File: config.mk
export PLATFORM = sky130hd
export DESIGN_NAME = fsk_tone_detector
export DESIGN_NICKNAME = d
export VERILOG_FILES = /design/src/rtl/fsk_tone_detector.sv
export SDC_FILE = /design/constraint.sdc
export NUM_CORES = 2
export LEC_CHECK = 0
export CAP_MARGIN = 15
export CORE_MARGIN = 5
export CORE_UTILIZATION = 35
export CTS_BUF_LIST = sky130_fd_sc_hd__clkbuf_4 sky130_fd_sc_hd__clkbuf_8
export DETAILED_ROUTE_END_ITERATION = 6
export GPL_TIMING_DRIVEN = 0
export SYNTH_ARGS = -nofsm -noshare
export SYNTH_HDL_FRONTEND = slang
export SYNTH_SLANG_ARGS = --single-unit
export TNS_END_PERCENT = 1
File: constraint.sdc
create_clock -name clk -period 32.9 [get_ports clk]
set_clock_uncertainty 0.1 [all_clocks]
set_input_delay 6.58 -clock clk [delete_from_list [all_inputs] [get_ports clk]]
set_output_delay 6.58 -clock clk [all_outputs]
set_load 0.03 [all_outputs]
File: src/rtl/fsk_tone_detector.sv
module fsk_tone_detector #(
  parameter int SW = 12,
  parameter int PW = 24,
  parameter int K  = 4,
  localparam int EW = 2 * (SW + K)
) (
  input  logic                 clk,
  input  logic                 rst_n,
  input  logic                 in_valid,
  input  logic signed [SW-1:0] in_sample,
  input  logic                 clip_en,
  input  logic [PW-1:0]        inc_mark,
  input  logic [PW-1:0]        inc_space,
  output logic                 out_valid,
  output logic signed [EW:0]   soft_out,
  output logic                 bit_out
);
  localparam int N    = 1 << K;
  localparam int PRW  = SW + 1;
  localparam int SUMW = SW + K + 1;
  localparam logic signed [PRW-1:0] FSV = PRW'((1 << (SW - 1)) - 1);

  logic [PW-1:0] ph_mark, ph_space;
  logic [K:0]    fill;
  logic          upd_q;
  logic signed [PRW-1:0]  xs;
  logic signed [SUMW-1:0] acc_w [4];

  assign xs = clip_en ? (in_sample[SW-1] ? -FSV : FSV) : PRW'(in_sample);

  always_ff @(posedge clk) begin
    if (!rst_n) begin
      ph_mark  <= '0;
      ph_space <= '0;
      fill     <= '0;
      upd_q    <= 1'b0;
    end else begin
      upd_q <= in_valid;
      if (in_valid) begin
        ph_mark  <= ph_mark + inc_mark;
        ph_space <= ph_space + inc_space;
        if (fill != (K+1)'(N)) fill <= fill + 1'b1;
      end
    end
  end

  for (genvar g = 0; g < 4; g++) begin : lane
    localparam bit IS_COS = g[0];
    logic [1:0] q;
    logic signed [PRW-1:0]  prod;
    logic signed [PRW-1:0]  tap [N];
    logic signed [SUMW-1:0] acc;

    assign q = (g < 2) ? ph_mark[PW-1 -: 2] : ph_space[PW-1 -: 2];

    always_comb begin
      prod = '0;
      if (IS_COS) begin
        if (q == 2'd1) prod = xs;
        else if (q == 2'd3) prod = -xs;
      end else begin
        if (q == 2'd0) prod = xs;
        else if (q == 2'd2) prod = -xs;
      end
    end

    always_ff @(posedge clk) begin
      if (!rst_n) begin
        acc <= '0;
        for (int i = 0; i < N; i++) tap[i] <= '0;
      end else if (in_valid) begin
        tap[0] <= prod;
        for (int i = 1; i < N; i++) tap[i] <= tap[i-1];
        acc <= acc + SUMW'(prod) - SUMW'(tap[N-1]);
      end
    end

    assign acc_w[g] = acc;
  end

  function automatic logic [EW-1:0] sq(input logic signed [SUMW-1:0] v);
    logic signed [EW-1:0] w;
    w = EW'(v);
    return EW'(w * w);
  endfunction

  logic [EW-1:0]      e_mark, e_space;
  logic signed [EW:0] diff;

  assign e_mark  = sq(acc_w[0]) + sq(acc_w[1]);
  assign e_space = sq(acc_w[2]) + sq(acc_w[3]);
  assign diff    = $signed({1'b0, e_mark}) - $signed({1'b0, e_space});

  always_ff @(posedge clk) begin
    if (!rst_n) begin
      out_valid <= 1'b0;
      soft_out  <= '0;
      bit_out   <= 1'b0;
    end else begin
      out_valid <= upd_q && (fill == (K+1)'(N));
      if (upd_q && (fill == (K+1)'(N))) begin
        soft_out <= diff;
        if (diff > 0) bit_out <= 1'b1;
        else if (diff < 0) bit_out <= 1'b0;
      end
    end
  end
endmodule


==> impl_metrics.env <==
export IMPL_fp_dieW_um=496
export IMPL_clk_pin_slew_ps=60
export IMPL_synthMuxAreaShare_pct=0.516
export IMPL_worstSetupStartpointType="primary input"
export IMPL_dr_pass1_iters=6
export IMPL_syn_num_nets=9338
export IMPL_hold_viol_final=0
export IMPL_tightestPinTransition_ps=1210
export IMPL_routed_top_layer="met5"
export IMPL_fmax_mhz=78.3
export IMPL_cts_num_sinks=989
export IMPL_dieArea_um2=246000
export IMPL_cts_setup_buffers=0
export IMPL_antenna_found_initial=18
export IMPL_netlist_area_leader_share_pct=30.2
export IMPL_synth_compound_area_share_pct=4.87
export IMPL_clk_path_buf_depth=3
export IMPL_grt_pass1_vias=56870
export IMPL_met1_length_um=92500
export IMPL_nets=9616
export IMPL_synthSimpleGateAreaFrac_pct=13.0
export IMPL_drt_drc_violations_left=0
export IMPL_synth_top_family_by_area="adder cells"
export IMPL_die_height_um=496
export IMPL_ioPinCount=99
export IMPL_ys_warnings_count=0
export IMPL_gp_congestion=0.941
export IMPL_min_period_ps=12780
export IMPL_synth_edf_count=832
export IMPL_critical_path_class="in2reg"
export IMPL_insertion_delay_ps=880
export IMPL_grt_pass1_wl_um=339000
export IMPL_r2r_slack_ps=20210
export IMPL_tns_ps=0
export IMPL_setup_ws_ps=20120
export IMPL_synthAdderAreaFrac_pct=35.8
export IMPL_ys_flop_type="edfxtp_1"
export IMPL_drive_gt1_share_pct=4.40
export IMPL_slew_headroom_pct=19.4
export IMPL_worstPathArrival_ps=13400
export IMPL_slew_violations=0
export IMPL_period_share_pct=38.8
export IMPL_start_util_pct=35.2
export IMPL_wl_per_cell_um=19.8
export IMPL_cts_root_buf="clkbuf_8"
export IMPL_wl_met3_um=13800
export IMPL_fp_row_count=178
export IMPL_coreArea_um2=235000
export IMPL_ctsHtreeMaxLevel=4
export IMPL_dpl_hpwl_um=181000
export IMPL_tritoncts="built"
export IMPL_cts_inserted_buffers=159
export IMPL_hold_buffers=0
export IMPL_routed_wl_um=222000
export IMPL_hold_path_class="reg2reg"
export IMPL_drv_cap=0
export IMPL_track_usage_pct=18.2
export IMPL_cp_max_fo=10
export IMPL_ys_top_cells_by_area="edfxtp_1 30%, fa_1 29%, inv_1 7.4%, ha_1 6.8%, dfxtp_1 3.8%"
export IMPL_synth_area_um2=82800
export IMPL_synth_top_cell_by_area="edfxtp_1"
export IMPL_yosysSeqAreaShare_pct=34.0
export IMPL_postCtsResizedCells=0
export IMPL_first_iter_violations=3620
export IMPL_rsz0062_at_grt="false"
export IMPL_async_reset_ff_share_pct=0
export IMPL_dr_wl_met2_um=104000
export IMPL_synth_seq_cells=989
export IMPL_via_per_inst=4.78
export IMPL_critPathCaptureType="flip-flop"
export IMPL_ys_types=87
export IMPL_synthToLayoutAreaGrowth_pct=10.6
export IMPL_grt_max_degree=75
export IMPL_dp_slack_ps=19360
export IMPL_drtAntennaViolNets=0
export IMPL_portBuffers=95
export IMPL_worstPathRequired_ps=33520
export IMPL_synth_xor_area_share_pct=2.96
export IMPL_synthCells=7627
export IMPL_num_vias=53450
export IMPL_avgSynthCellArea_um2=10.9
export IMPL_grt_overflow_total=0
export IMPL_setup_violations_final=0
export IMPL_status="complete, no violations"
-- worst max-delay path: stages --
cell             delay (ps)
clkdlybuf4s50_1         540
clkbuf_1                400
inv_1                   140
nor2_1                  540
a21o_1                  200
inv_1                    50
ha_1                    230
o21ai_0                 190
o21bai_1                230
o21bai_1                270
nor3_1                  150
o32ai_1                 320
a21oi_1                 400
or2_2                   440
fa_1                    540
inv_1                    40
ha_1                    310
or3_1                   310
o21ai_0                 160
inv_1                    80
o31ai_1                 140
o21ai_0                 270
or4_1                   520
a31o_2                  250
mux2i_1                 110
-- metal layers --
layer | track usage (%) | vias up
met1 | 23.6 | 26972
met3 | 3.72 | 361
met2 | 29.6 | 1446
met5 | 0 | -
li1 | - | 24665
met4 | 8.09 | 6
-- cells in the mapped netlist, drive strengths merged (6+ instances only) --
library cell / instances
and3: 492
nor2: 477
clkbuf: 286
a211o: 8
dfxtp: 157
o21ai: 117
o21bai: 21
nand4: 15
nand2: 432
or4: 6
or3: 16
a31o: 10
o2111ai: 6
or2: 25
a21oi: 180
ha: 447
o22ai: 26
edfxtp: 832
clkinv: 26
o21a: 35
nor2b: 77
buf: 13
inv: 1636
o211ai: 14
nor3: 61
a21o: 72
and2: 366
nand2b: 50
a21boi: 12
fa: 1200
o31ai: 18
a31oi: 12
xnor2: 173
mux2i: 37
xor2: 105
a211oi: 36
nand3: 43
o31a: 6
-- layout make-up --
type	instances	area (um^2)
fill	22957	144000
tap	3150	3940
buffer	299	1130
timing repair buffer	117	1450
clock buffer	228	2790
inverter	1662	6240
sequential	989	28100
multi-input combinational	4677	47300
antenna	13	32.5
clock inverter	54	588
-- per-stage QoR --
step	hold slack (ps)	area, um^2	utilization (%)	std cells
after CTS	363	91500	38.9	11175
after detailed placement	350	88100	37.5	10893
after floorplan	329	82800	-	7627
final	359	91600	38.9	11189
after global placement	340	87600	37.3	10872
after global routing	384	91500	38.9	11180
-- cell families (layout without fill, tap and decap cells) --
| group | count (synthesis) | count (layout) |
|---|---|---|
| buf+inv | 1961 | 2360 |
| xor+xnor | 278 | 278 |
| compound gates | 622 | 622 |
| other cells | 0 | 13 |
| flops | 989 | 989 |
| simple gates | 2088 | 2088 |
| mux | 42 | 42 |
| fa+ha+maj | 1647 | 1647 |
-- final timing paths --
kind / from / endpoint / depth (start not counted)
hold reg to reg: soft_out[3] / soft_out[3] / 2
hold / removal: soft_out[3] / soft_out[3] / 2
setup reg to reg: lane[0].acc[3] / bit_out / 37
setup / recovery: clip_en / lane[0].acc[16] / 25
-- cell usage in the layout, fill, tap and decap left out, types with 105 or more instances in the layout --
master,Yosys,final
a21oi_1,180,180
nand2_1,432,432
ha_1,447,447
inv_1,1628,1628
and3_1,492,492
fa_1,1200,1200
and2_1,365,365
nor2_1,477,476
clkbuf_8,0,172
o21ai_0,108,108
clkbuf_1,286,283
edfxtp_1,832,832
xor2_1,105,105
xnor2_1,171,171
dfxtp_1,157,157
-- state kept, by name, indices dropped and copies added, names as in the netlist --
name and cells:
lane.acc 68, upd_q 1, ph_mark 24, out_valid 1
ph_space 24, soft_out 33, bit_out 1, lane.tap 832
fill 5
Power is not shown: default switching activity piles up to over one toggle a cycle in this logic, so the estimate is an artifact.
